--- config.mk ---
export PLATFORM = sky130hd
export DESIGN_NAME = desc_vet
export DESIGN_NICKNAME = d
export VERILOG_FILES = /design/src/rtl/desc_vet_pkg.sv /design/src/rtl/desc_vet_seq.sv /design/src/rtl/desc_vet_sum.sv /design/src/rtl/desc_vet_capture.sv /design/src/rtl/desc_vet_judge.sv /design/src/rtl/desc_vet.sv
export SDC_FILE = /design/constraint.sdc
export NUM_CORES = 1
export LEC_CHECK = 0
export BUFFER_PORTS_ARGS = -buffer_cell sky130_fd_sc_hd__buf_2
export CAP_MARGIN = 10
export CELL_PAD_IN_SITES_DETAIL_PLACEMENT = 0
export CELL_PAD_IN_SITES_GLOBAL_PLACEMENT = 1
export CORE_AREA = 2 2 172 174
export DETAILED_ROUTE_END_ITERATION = 12
export DIE_AREA = 0 0 174 176
export PLACE_DENSITY = 0.56
export RECOVER_POWER = 50
export SYNTH_ARGS = -nofsm -noshare
export SYNTH_HDL_FRONTEND = slang
export SYNTH_SLANG_ARGS = --single-unit
--- constraint.sdc ---
create_clock -name clk -period 5.05 [get_ports clk]
set_input_delay 0.505 -clock clk [delete_from_list [all_inputs] [get_ports clk]]
set_output_delay 0.505 -clock clk [all_outputs]
set_load 0.02 [all_outputs]
--- src/rtl/desc_vet_pkg.sv ---
package desc_vet_pkg;

  typedef enum logic [2:0] {
    VERD_OK       = 3'd0,
    VERD_MARKER   = 3'd1,
    VERD_CHECKSUM = 3'd2,
    VERD_DONE     = 3'd3,
    VERD_FETCH    = 3'd4
  } verd_e;

  typedef struct packed {
    logic frame_end;
    logic sum_en;
    logic chain_end;
    logic frag_mode;
    logic burst_sel;
    logic skip_done;
    logic wb_en;
    logic irq_en;
  } ctl_flags_t;

  localparam logic [7:0] MARKER_BYTE = 8'hA5;

  localparam int unsigned CB_IRQ   = 8;
  localparam int unsigned CB_WB    = 9;
  localparam int unsigned CB_SKIP  = 10;
  localparam int unsigned CB_BURST = 11;
  localparam int unsigned CB_FRAG  = 18;
  localparam int unsigned CB_LAST  = 19;
  localparam int unsigned CB_SUM   = 20;
  localparam int unsigned CB_FRAME = 21;

  localparam int unsigned IDX_CTRL = 0;
  localparam int unsigned IDX_LINE = 3;
  localparam int unsigned IDX_TSHI = 5;
  localparam int unsigned DONE_BIT = 31;

endpackage

--- src/rtl/desc_vet_seq.sv ---
module desc_vet_seq #(
  parameter int unsigned NWORDS = 16,
  localparam int unsigned IW = $clog2(NWORDS)
) (
  input  logic          clk,
  input  logic          rst_n,
  input  logic          wd_valid,
  input  logic          wd_first,
  output logic          acc,
  output logic [IW-1:0] idx,
  output logic          is_final,
  output logic          abort,
  output logic          busy
);

  logic          busy_q, busy_d;
  logic [IW-1:0] cnt_q, cnt_d;

  always_comb begin
    acc      = wd_valid && (wd_first || busy_q);
    idx      = wd_first ? '0 : cnt_q;
    abort    = wd_valid && wd_first && busy_q;
    is_final = acc && (idx == IW'(NWORDS - 1));
    busy_d   = busy_q;
    cnt_d    = cnt_q;
    if (acc) begin
      if (is_final) begin
        busy_d = 1'b0;
        cnt_d  = '0;
      end else begin
        busy_d = 1'b1;
        cnt_d  = idx + 1'b1;
      end
    end
  end

  always_ff @(posedge clk or negedge rst_n) begin
    if (!rst_n) begin
      busy_q <= 1'b0;
      cnt_q  <= '0;
    end else if (acc) begin
      busy_q <= busy_d;
      cnt_q  <= cnt_d;
    end
  end

  assign busy = busy_q;

  AST_IDLE_IGNORED: assert property (@(posedge clk) disable iff (!rst_n)
    (wd_valid && !wd_first && !busy_q) |=> !busy_q);

endmodule

--- src/rtl/desc_vet_sum.sv ---
module desc_vet_sum #(
  parameter int unsigned DW = 32
) (
  input  logic          clk,
  input  logic          rst_n,
  input  logic          acc,
  input  logic          first,
  input  logic          is_final,
  input  logic [DW-1:0] data,
  output logic [DW-1:0] sum_q
);

  logic [DW-1:0] sum_d;
  logic          sum_en;

  always_comb begin
    sum_en = acc && !is_final;
    sum_d  = first ? data : (sum_q + data);
  end

  always_ff @(posedge clk or negedge rst_n) begin
    if (!rst_n) begin
      sum_q <= '0;
    end else if (sum_en) begin
      sum_q <= sum_d;
    end
  end

  AST_SUM_RESTART: assert property (@(posedge clk) disable iff (!rst_n)
    (acc && first) |=> (sum_q == $past(data)));

endmodule

--- src/rtl/desc_vet_capture.sv ---
module desc_vet_capture
  import desc_vet_pkg::*;
#(
  parameter int unsigned DW = 32,
  parameter int unsigned IW = 4
) (
  input  logic          clk,
  input  logic          rst_n,
  input  logic          acc,
  input  logic [IW-1:0] idx,
  input  logic [DW-1:0] data,
  output logic [DW-1:0] ctrl_q,
  output logic [DW-1:0] line_q,
  output logic          done_q
);

  logic ctrl_en, line_en, done_en;

  always_comb begin
    ctrl_en = acc && (idx == IW'(IDX_CTRL));
    line_en = acc && (idx == IW'(IDX_LINE));
    done_en = acc && (idx == IW'(IDX_TSHI));
  end

  always_ff @(posedge clk or negedge rst_n) begin
    if (!rst_n) begin
      ctrl_q <= '0;
      line_q <= '0;
      done_q <= 1'b0;
    end else begin
      if (ctrl_en) ctrl_q <= data;
      if (line_en) line_q <= data;
      if (done_en) done_q <= data[DONE_BIT];
    end
  end

endmodule

--- src/rtl/desc_vet_judge.sv ---
module desc_vet_judge
  import desc_vet_pkg::*;
#(
  parameter int unsigned DW = 32,
  parameter int unsigned LSZ_W = 18,
  localparam int unsigned STR_W = DW - LSZ_W,
  localparam int unsigned SB_W = LSZ_W
) (
  input  logic             clk,
  input  logic             rst_n,
  input  logic             is_final,
  input  logic             abort,
  input  logic [DW-1:0]    ctrl_q,
  input  logic [DW-1:0]    line_q,
  input  logic             done_q,
  input  logic [DW-1:0]    sum_q,
  input  logic [DW-1:0]    data,
  output logic             vd_valid,
  output verd_e            vd_err,
  output ctl_flags_t       vd_flags,
  output logic [DW-1:0]    vd_status,
  output logic [LSZ_W-1:0] vd_line_bytes,
  output logic [SB_W-1:0]  vd_stride_bytes
);

  verd_e            err_d;
  ctl_flags_t       flg_d;
  logic [DW-1:0]    sts_d;
  logic [LSZ_W-1:0] lsz_d;
  logic [SB_W-1:0]  str_d;
  logic             upd;

  always_comb begin
    upd = abort || is_final;
    flg_d.irq_en    = ctrl_q[CB_IRQ];
    flg_d.wb_en     = ctrl_q[CB_WB];
    flg_d.skip_done = ctrl_q[CB_SKIP];
    flg_d.burst_sel = ctrl_q[CB_BURST];
    flg_d.frag_mode = ctrl_q[CB_FRAG];
    flg_d.chain_end = ctrl_q[CB_LAST];
    flg_d.sum_en    = ctrl_q[CB_SUM];
    flg_d.frame_end = ctrl_q[CB_FRAME];

    sts_d        = '0;
    sts_d[20:13] = ctrl_q[7:0];
    sts_d[4]     = flg_d.burst_sel;
    sts_d[5]     = flg_d.frag_mode;
    sts_d[6]     = flg_d.sum_en;
    sts_d[7]     = flg_d.chain_end;
    sts_d[8]     = flg_d.frame_end;
    sts_d[9]     = flg_d.skip_done;
    sts_d[10]    = done_q;
    sts_d[11]    = flg_d.wb_en;
    sts_d[12]    = flg_d.irq_en;

    lsz_d = line_q[LSZ_W-1:0];
    str_d = SB_W'({line_q[DW-1:LSZ_W], 4'b0000});

    if (ctrl_q[7:0] != MARKER_BYTE)
      err_d = VERD_MARKER;
    else if (flg_d.sum_en && (sum_q != data))
      err_d = VERD_CHECKSUM;
    else if (done_q && !flg_d.skip_done)
      err_d = VERD_DONE;
    else
      err_d = VERD_OK;

    if (abort) begin
      err_d = VERD_FETCH;
      flg_d = '0;
      sts_d = '0;
      lsz_d = '0;
      str_d = '0;
    end
  end

  always_ff @(posedge clk or negedge rst_n) begin
    if (!rst_n) begin
      vd_valid <= 1'b0;
    end else begin
      vd_valid <= upd;
    end
  end

  always_ff @(posedge clk or negedge rst_n) begin
    if (!rst_n) begin
      vd_err          <= VERD_OK;
      vd_flags        <= '0;
      vd_status       <= '0;
      vd_line_bytes   <= '0;
      vd_stride_bytes <= '0;
    end else if (upd) begin
      vd_err          <= err_d;
      vd_flags        <= flg_d;
      vd_status       <= sts_d;
      vd_line_bytes   <= lsz_d;
      vd_stride_bytes <= str_d;
    end
  end

  AST_MARKER_WINS: assert property (@(posedge clk) disable iff (!rst_n)
    (vd_valid && vd_err != VERD_FETCH && vd_status[20:13] != MARKER_BYTE)
      |-> vd_err == VERD_MARKER);

  AST_SKIP_DONE: assert property (@(posedge clk) disable iff (!rst_n)
    (vd_valid && vd_flags.skip_done) |-> vd_err != VERD_DONE);

endmodule

--- src/rtl/desc_vet.sv ---
module desc_vet
  import desc_vet_pkg::*;
#(
  parameter int unsigned DW = 32,
  parameter int unsigned NWORDS = 16,
  parameter int unsigned LSZ_W = 18,
  localparam int unsigned IW = $clog2(NWORDS)
) (
  input  logic             clk,
  input  logic             rst_n,
  input  logic             wd_valid,
  input  logic             wd_first,
  input  logic [DW-1:0]    wd_data,
  output logic             vd_valid,
  output logic [2:0]       vd_err,
  output logic [7:0]       vd_flags,
  output logic [DW-1:0]    vd_status,
  output logic [LSZ_W-1:0] vd_line_bytes,
  output logic [LSZ_W-1:0] vd_stride_bytes
);

  logic          acc, is_final, abort, busy;
  logic [IW-1:0] idx;
  logic [DW-1:0] sum_q, ctrl_q, line_q;
  logic          done_q;
  verd_e         err_q;
  ctl_flags_t    flg_q;

  desc_vet_seq #(.NWORDS(NWORDS)) u_seq (
    .clk(clk), .rst_n(rst_n), .wd_valid(wd_valid), .wd_first(wd_first),
    .acc(acc), .idx(idx), .is_final(is_final), .abort(abort), .busy(busy)
  );

  desc_vet_sum #(.DW(DW)) u_sum (
    .clk(clk), .rst_n(rst_n), .acc(acc), .first(wd_first),
    .is_final(is_final), .data(wd_data), .sum_q(sum_q)
  );

  desc_vet_capture #(.DW(DW), .IW(IW)) u_cap (
    .clk(clk), .rst_n(rst_n), .acc(acc), .idx(idx), .data(wd_data),
    .ctrl_q(ctrl_q), .line_q(line_q), .done_q(done_q)
  );

  desc_vet_judge #(.DW(DW), .LSZ_W(LSZ_W)) u_judge (
    .clk(clk), .rst_n(rst_n), .is_final(is_final), .abort(abort),
    .ctrl_q(ctrl_q), .line_q(line_q), .done_q(done_q), .sum_q(sum_q),
    .data(wd_data), .vd_valid(vd_valid), .vd_err(err_q), .vd_flags(flg_q),
    .vd_status(vd_status), .vd_line_bytes(vd_line_bytes),
    .vd_stride_bytes(vd_stride_bytes)
  );

  assign vd_err   = err_q;
  assign vd_flags = flg_q;

  AST_VERDICT_LATENCY: assert property (@(posedge clk) disable iff (!rst_n)
    (wd_valid && !wd_first && busy && idx == IW'(NWORDS - 1))
      |=> (vd_valid && vd_err != 3'd4));

  AST_FETCH_ON_RESTART: assert property (@(posedge clk) disable iff (!rst_n)
    (wd_valid && wd_first && busy) |=> (vd_valid && vd_err == 3'd4 && vd_status == '0));

  AST_NO_SPURIOUS: assert property (@(posedge clk) disable iff (!rst_n)
    (!wd_valid) |=> !vd_valid);

endmodule

## After elaboration in Yosys (flattened, before gate mapping)

Cells that the tools add are included.

- Reductions and logical operators: 15
- Equal/unequal tests: 5
- Mux-type cells: 12
- Add/sub/neg operators: 2

Operators with widths:

| cell | count |
|---|---|
| 2-to-1 mux 18 bit | 2 |
| adder 32 bit | 1 |
| 2-to-1 mux 32 bit | 1 |
| != test 32 bit | 1 |
| 2-to-1 mux 21 bit | 1 |
| logical AND 1 bit | 10 |
| 2-to-1 mux 3 bit | 3 |
| 2-to-1 mux 4 bit | 2 |
| 2-to-1 mux 8 bit | 1 |
| != test 8 bit (second input constant) | 1 |
| adder 4 x 1 -> 4 bit (second input constant) | 1 |
| == test 4 x 2 -> 1 bit (second input constant) | 1 |
| == test 4 x 3 -> 1 bit (second input constant) | 1 |
| == test 4 bit (second input constant) | 1 |
| logical NOT 4 bit | 1 |
| logical NOT 1 bit | 2 |
| logical OR 1 bit | 2 |
| 2-to-1 mux 2 bit | 1 |
| 2-to-1 mux 1 bit | 1 |

- Input port bits: 36
- Word-level logic and storage cells: 53
- Flip-flop bits (word level): 172
- Output and inout bits: 80

## Longest topological paths before layout

Gate-level depths: netlist of the first run.

- Depth in word-level cells: 6
- Gate-level depth with buffers: 13
- Gate-level depth less buffers: 12

## Cells and area by module

Synthesis of the first run repeated with hierarchy kept, for this count alone.

- Cell total of the unflattened synthesis: 824
- Area, all modules: 8827.2 µm²

Modules (own cells, without submodules):

| module | times used | cells each | sequential area each (µm²) | area an instance (µm²) |
|---|---|---|---|---|
| desc_vet_sum | 1 | 400 | 800.8 | 3204.3 |
| desc_vet_judge | 1 | 251 | 1326.3 | 2728.9 |
| desc_vet_capture | 1 | 143 | 1626.6 | 2605.0 |
| desc_vet_seq | 1 | 30 | 125.1 | 289.0 |

## Least setup slack after synthesis of the first run

OpenSTA, ideal clock, no wires.

- Path type: input port to flip-flop
- Start point: input port wd_data[0]
- End point: register u_sum.sum_q[26]
- Stages: 10
- Library setup time: 0.127 ns
- Buffers on the path: 0
- Arrival: 2.706 ns
- Data required time: 4.923 ns
- Path slack: 2.218 ns
- Path through: ha_1 fa_1 a21o_1 a221oi_4 o211ai_2 a31o_4 a41o_1 a21boi_1 mux2i_1 nand3_1

- Word-level cells in the longest chain between the ends: 2

RTL lines:

| what | RTL line | text |
|---|---|---|
| from (decl) | desc_vet.sv:13 | `input logic [DW-1:0] wd_data,` |
| adder 32 bit | desc_vet_sum.sv:18 | `sum_d = first ? data : (sum_q + data);` |
| 2-to-1 mux 32 bit | desc_vet_sum.sv:18 |  |
| to (signal assigned) | desc_vet_sum.sv:25 | `sum_q <= sum_d;` |
| to (decl) | desc_vet_sum.sv:10 | `output logic [DW-1:0] sum_q` |

No other way between the ends.
A chain may end at the register's enable or synchronous reset.

==> flow_summary.yaml, run 1 <==
clock_network:
  cts_max_path_buffers: 2
  ctsHoldBuffers: 0
  cts_sinks: 139
  insertion_delay_ns: 0.43
  h-tree-depth: 4
  path_clk_slew_ns: 0.06
  cts_made_buffers: 17
  post_cts.repair.setup_buffers: 0
  cts_tree: "yes"
  cts-root-buf: "clkbuf_16"
  cts_resized: 0
critical_path:
  worstSetupEndpointType: "asynchronous set/reset pin"
  path_cells: "clkbuf_1, clkbuf_2"
  worst-path-max-fanout: 55
  path_depth: 2
  slowest_stage: "clkbuf_1"
  path_class: "in2async"
  r2r_setup_slack_ns: 2.07
  worst-path-buf-inv: 2
  arrival_ns: 3.79
  cp_slowest_stage_delay_ns: 2.22
  required_ns: 5.48
  crit_family: "buffers and inverters"
  crit_path_start_kind: "primary input"
  r2r_cells: 10
die:
  start_util_pct: 26.9
  std_cell_rows: 62
  num_io_pins: 116
  die_w_um: 174
  dieArea_um2: 30600
  fp.dieH_um: 176
  core_area_um2: 28500
global_route:
  first_global_vias: 6130
  grt.total_usage_pct: 14.6
  grt_max_degree: 56
  grt_overflow: 0
  grt_pass1_wl_mm: 34.9
  antenna_found_initial: 1
logic_synthesis:
  synth_fa_ha_area_share_pct: 5.81
  synthSimpleGateAreaFrac_pct: 18.2
  synth_cells: 823
  muxShareOfSynthArea_pct: 8.26
  syn_area_um2: 7670
  yosysWarnings: 0
  synth_compound_area_share_pct: 13.2
  synth_ff_type: "dfrtp_1"
  synth_xor_area_share_pct: 3.20
  ys_types: 51
  synth_top_family_by_area: "simple AND/OR/NAND/NOR gates"
  syn_avg_cell_area_um2: 9.32
  async_reset_ff_share_pct: 100
  synth_edf_count: 0
  yosysSeqAreaShare_pct: 45.4
  synth_seq_cells: 139
power_and_ir_drop:
  peakVddDrop_v: 0.000264
  seq_power_share_pct: 36.4
  leakage_nw: 4.46
  p_int_mw: 2.83
  pwr-share-comb_pct: 31.5
  clockPowerShare_pct: 32.1
  p_sw_share_pct: 33.9
  power_switching_mw: 1.45
  power_density_nw_per_um2: 476
route:
  wire_per_inst_um: 16.5
  via_per_inst: 4.67
  first_pass_iters: 4
  drc: 0
  antenna_left: 0
  vias: 6009
  first_iter_violations: 399
  drt_wl_total_mm: 21.2
run_status:
  status: "complete, but fails checks"
  violations: "max-capacitance violations, max-slew violations"
layout:
  layout-drive-gt1-share_pct: 19.0
  seqCellArea_um2: 3480
  multi_input_area_um2: 3810
  nFillCells: 3084
  final_nets: 960
  diodes: 0
  final_cell_count_no_fill: 1286
  syn_to_final_growth_pct: 17.3
timing:
  setup_viol: 0
  fin_crit_ns: 3.37
  max_slew_margin_pct: -113
  fin_worst_skew_ns: 0.0104
  slew_viol_final: 56
  finalHoldViolCount: 0
  rsz0062_at_grt: "no"
  hold_slack_ns: 0.350
  worst_slew_pin_slew_ns: 3.20
  setup-tns-final_ns: 0
  fin_ws_ns: 1.68
  timing.final.crit_share_pct: 66.7
  max_freq_ghz: 0.297
hold_path:
  whs_path_depth: 2
  min_path_type: "in2reg"
place:
  pre_cts_slack_ns: 1.82
  io_buffers: 96
  gp_congestion: 0.794
  hpwl_mm: 14.8
  placedCellCount: 1254
job:
  drv_cap: 1
## through the flow
step	power (mW)	cell area [um^2]	util, %
floorplan	2.58	7730	-
global placement	2.92	8400	29.4
detailed placement	2.93	8400	29.4
CTS	4.34	9040	31.7
global route	4.59	8990	31.5
finish	4.28	8990	31.5
## registers in the layout (all words and copies together), names as in the netlist
signal / count
u_cap.line_q: 32
u_sum.sum_q: 32
u_judge.vd_line_bytes: 18
u_judge.vd_status: 17
u_cap.ctrl_q: 16
u_judge.vd_stride_bytes: 14
u_seq.cnt_q: 4
u_judge.vd_err: 3
u_cap.done_q: 1
u_judge.vd_valid: 1
u_seq.busy: 1
## area by class of cell
cell class | count | share of cell area (%)
flip-flops and latches | 139 | 38.7
repair buffers | 109 | 6.01
clock buffers | 18 | 4.77
clock inverters | 14 | 2.32
well taps | 384 | 5.34
inverters | 11 | 0.459
multi-input cells | 611 | 42.4
## routing by layer
layer  GRT usage [%]  part of all wire [%]  up-vias
li1                -                     -     2970
met1            20.1                    50     2892
met2            23.0                    45      121
met3            3.10                   3.8       24
met4            5.11                   1.7        2
met5               0                 0.052        -
## cells by family (layout without fill, tap and decap cells)
family,count (synthesis),after routing
and+or+nand+nor,309,309
AOI/OAI and AO/OA,163,163
DFF,139,139
buffers and inverters,91,152
muxes,57,57
adders and majority gates,35,35
xor gates and xnor gates,28,28
other,1,19
## layout by cell type, fill, tap and decap left out, types with 5 or more instances in the layout
| master | instances |
|---|---|
| buf_2 | 68 |
| nand2_1 | 151 |
| nor3_1 | 5 |
| dfrtp_1 | 139 |
| inv_6 | 5 |
| a21o_1 | 25 |
| inv_1 | 11 |
| xnor2_1 | 18 |
| a31oi_1 | 6 |
| clkbuf_16 | 17 |
| mux2_2 | 50 |
| nand2b_1 | 6 |
| and3_1 | 16 |
| nand4_1 | 10 |
| o21ai_0 | 42 |
| buf_4 | 12 |
| a21oi_1 | 61 |
| xor2_1 | 10 |
| nor2_1 | 32 |
| nand3_1 | 66 |
| mux2i_1 | 7 |
| conb_1 | 19 |
| nor4_1 | 7 |
| ha_1 | 34 |
| clkbuf_1 | 29 |
## Yosys cell counts (2+ instances only)
| cell type | instances | area (um^2) |
|---|---|---|
| a211o_1 | 3 | 26.3 |
| a211oi_1 | 3 | 22.5 |
| a21o_1 | 25 | 188 |
| a21oi_1 | 61 | 305 |
| a221o_1 | 2 | 20.0 |
| a22o_1 | 2 | 17.5 |
| a31o_2 | 2 | 17.5 |
| a31oi_1 | 6 | 37.5 |
| and2_1 | 3 | 18.8 |
| and3_1 | 17 | 106 |
| and4_1 | 2 | 17.5 |
| buf_1 | 6 | 22.5 |
| buf_4 | 28 | 210 |
| clkbuf_1 | 45 | 169 |
| dfrtp_1 | 139 | 3480 |
| ha_1 | 34 | 425 |
| inv_1 | 11 | 41.3 |
| mux2_2 | 50 | 563 |
| mux2i_1 | 7 | 70.1 |
| nand2_1 | 151 | 567 |
| nand2b_1 | 6 | 37.5 |
| nand3_1 | 68 | 340 |
| nand4_1 | 10 | 62.6 |
| nor2_1 | 32 | 120 |
| nor2b_1 | 3 | 18.8 |
| nor3_1 | 5 | 25.0 |
| nor4_1 | 7 | 43.8 |
| o21ai_0 | 42 | 210 |
| o21bai_1 | 2 | 15.0 |
| o22ai_1 | 3 | 18.8 |
| o31ai_1 | 2 | 15.0 |
| xnor2_1 | 18 | 158 |
| xor2_1 | 10 | 87.6 |
## power groups by stage
stage / combinational, mW / clock, mW / sequential [mW]
floorplan: 1.07 / 0 / 1.51
global placement: 1.35 / 0 / 1.57
detailed placement: 1.35 / 0 / 1.58
CTS: 1.36 / 1.42 / 1.56
global route: 1.52 / 1.47 / 1.60
finish: 1.35 / 1.38 / 1.56
## path summary, 6_finish.rpt
| kind | endpoint | startpoint |
|---|---|---|
| hold / removal | u_cap.line_q[29] | wd_data[29] |
| max in group clk | u_sum.sum_q[28] | u_sum.sum_q[0] |
| setup reg to reg | u_sum.sum_q[28] | u_sum.sum_q[0] |
| hold reg to reg | u_judge.vd_stride_bytes[7] | u_cap.line_q[21] |
| setup / recovery | u_cap.ctrl_q[3] | rst_n |
| min in group asynchronous | u_judge.vd_status[5] | rst_n |
## worst register-to-register path, stage by stage, from the launching register on
cell and delay (ns):
dfrtp_1 0.38, ha_1 0.21, fa_1 0.41, a21o_1 0.25
a221oi_4 0.33, o211ai_2 0.22, a31o_4 0.31, a211o_1 0.30
o221ai_2 0.16, xor2_1 0.17, o22ai_1 0.09
(Power assumes the default switching activity.)
==> run 2: changes to the inputs <==
Settings changed: ABC_AREA set to 1, CORE_AREA 2 2 172 174 to 2 2 178 180, DIE_AREA 0 0 174 176 to 0 0 180 182, PLACE_DENSITY 0.56 to 0.58.
Clock period 5.05 ns to 3.1 ns, I/O delays scaled along.
==> flow_summary.yaml, run 2 <==
critical_path:
  arrival_ns: 2.69
  path_class: "reg2reg"
  required_ns: 3.46
  crit_path_start_kind: "register"
  worstSetupEndpointType: "register"
  worst-path-max-fanout: 39
timing:
  max_slew_margin_pct: -39.2
  fin_crit_ns: 2.33
  fin_worst_skew_ns: 0.0145
  worst_slew_pin_slew_ns: 2.09
  rsz0062_at_grt: "no"
  fin_ws_ns: 0.773
  setup-tns-final_ns: 0
  max_freq_ghz: 0.430
  timing.final.crit_share_pct: 75.1
  setup_viol: 0
  slew_viol_final: 80
  hold_slack_ns: 0.169
  finalHoldViolCount: 0
logic_synthesis:
  yosysMostFrequentCell: "nand2_1"
  synth_ff_type: "dfrtp_1"
  synth_top_area_share_pct: 42.3
  yosysWarnings: 0
  yosysSeqAreaShare_pct: 42.3
  syn_avg_cell_area_um2: 7.46
  yosys-top-cells-count: "358 x nand2_1, 163 x inv_1, 139 x dfrtp_1"
  synth_top_area_cell: "dfrtp_1"
  synth_cells: 1104
  syn_area_um2: 8230
  synthTopCellsByArea: "dfrtp_1 42%, nand2_1 16%, inv_1 7.4%"
  synth_edf_count: 0
  ys_types: 37
  async_reset_ff_share_pct: 100
  synth_seq_cells: 139
layout:
  top_regs: "u_cap.line_q x32, u_sum.sum_q x32, u_judge.vd_line_bytes x18"
  nFillCells: 3399
  layout-drive-gt1-share_pct: 7.57
  layout_commonest_cell: "nand2_1"
  syn_to_final_growth_pct: 16.0
  mostFrequentLayoutCells: "358 x nand2_1, 163 x inv_1, 139 x dfrtp_1, 71 x o21ai_0, 70 x nor2_1"
  stdcell_area_um2: 9550
  final_nets: 1261
  diodes: 0
global_route:
  antenna_found_initial: 0
  grt.total_usage_pct: 15.9
  first_global_vias: 7104
  grt_overflow: 0
  grt_pass1_wl_mm: 40.4
  grt_max_degree: 81
die:
  fp.dieH_um: 182
  std_cell_rows: 65
  core_area_um2: 31000
  start_util_pct: 26.6
  die_w_um: 180
  num_io_pins: 116
  dieArea_um2: 32800
route:
  antenna_left: 0
  vias: 7124
  wire_per_inst_um: 15.6
  first_pass_iters: 4
  drt_wl_total_mm: 25.1
  drc: 0
  first_iter_violations: 398
  via_per_inst: 4.44
job:
  drv_cap: 1
clock_network:
  cts_made_buffers: 17
  cts_max_path_buffers: 2
  insertion_delay_ns: 0.43
  path_clk_slew_ns: 0.06
  cts_resized: 0
  cts_sinks: 139
  cts-root-buf: "clkbuf_16"
  cts_tree: "yes"
  h-tree-depth: 4
power_and_ir_drop:
  leakage_nw: 5.15
  power_density_nw_per_um2: 717
  finalPower_mw: 6.84
  peakVddDrop_v: 0.000331
place:
  placed_cell_area_um2: 9020
  pre_cts_slack_ns: 0.688
  io_buffers: 96
  hpwl_mm: 19.2
  gp_congestion: 0.819
run_status:
  status: "complete, but fails checks"
  violations: "max-capacitance violations, max-slew violations"
hold_path:
  min_path_type: "in2reg"
==> run 2: path summary, 6_finish.rpt <==
path | from | end | slack [ns] | cells past startpoint
min in group asynchronous | rst_n | u_judge.vd_stride_bytes[5] | 1.03 | 2
max reg2reg | u_seq.cnt_q[0] | u_judge.vd_stride_bytes[10] | 0.77 | 9
max in group asynchronous | rst_n | u_seq.cnt_q[1] | 0.84 | 2
min | wd_data[15] | u_cap.line_q[15] | 0.17 | 2
min reg2reg | u_cap.line_q[22] | u_cap.line_q[22] | 0.48 | 2
max | u_seq.cnt_q[0] | u_judge.vd_stride_bytes[10] | 0.77 | 9
==> run 2: routing by layer <==
layer	vias to the layer above	GRT usage, %	part of all wire, %
li1	3637	-	-
met1	3317	23.0	51
met2	146	24.5	44
met3	24	2.33	3.3
met4	0	4.68	1.5
met5	-	0	0
==> run 2: logic make-up after synthesis <==
logic type	after synthesis	share of synthesized area [%]
XOR/XNOR	12	1.28
AND/OR/NAND/NOR	502	24.7
buffers and inverters	229	12.4
multiplexers	3	0.410
other	1	0.0456
AO/OA/AOI/OAI	183	13.5
flip-flops	139	42.3
adder cells (fa/ha/maj)	35	5.41
==> run 2: cell type report <==
type                       count  area (um^2)  share of cell area (%)
tap                          402          503                    5.27
inverter                     168          631                    6.61
sequential                   139         3480                    36.4
timing repair buffer         110          537                    5.62
multi-input combinational    754         3800                    39.8
clock buffer                  21          460                    4.82
clock inverter                10          141                    1.48
==> run 2: what timing repair did <==
item | in CTS | in global routing
hold buffers | 1 | 0
buffers inserted | 0 | 0
hold endpoints to repair | 77 | 0
==> run 2: power breakdown <==
part / leakage (nW) / total, mW / internal (mW) / switching [mW]
sequential: 1.80 / 2.50 / 2.23 / 0.265
clock: 0.290 / 2.12 / 1.31 / 0.819
combinational: 3.06 / 2.22 / 0.747 / 1.47
==> run 2: through the flow <==
step	util, %	std cells
after floorplan	-	1122
after global placement	29.1	1572
after detailed placement	29.1	1572
after CTS	31.1	1604
after global routing	30.8	1604
final	30.8	1604
==> run 2: worst max-delay path: stages, from the launching register on <==
cell	delay, ns
dfrtp_1	0.36
inv_1	0.06
nor2_1	0.21
ha_1	0.26
inv_1	0.10
nor3_4	0.27
nand2_4	0.12
inv_2	0.19
buf_4	0.44
a22o_1	0.22
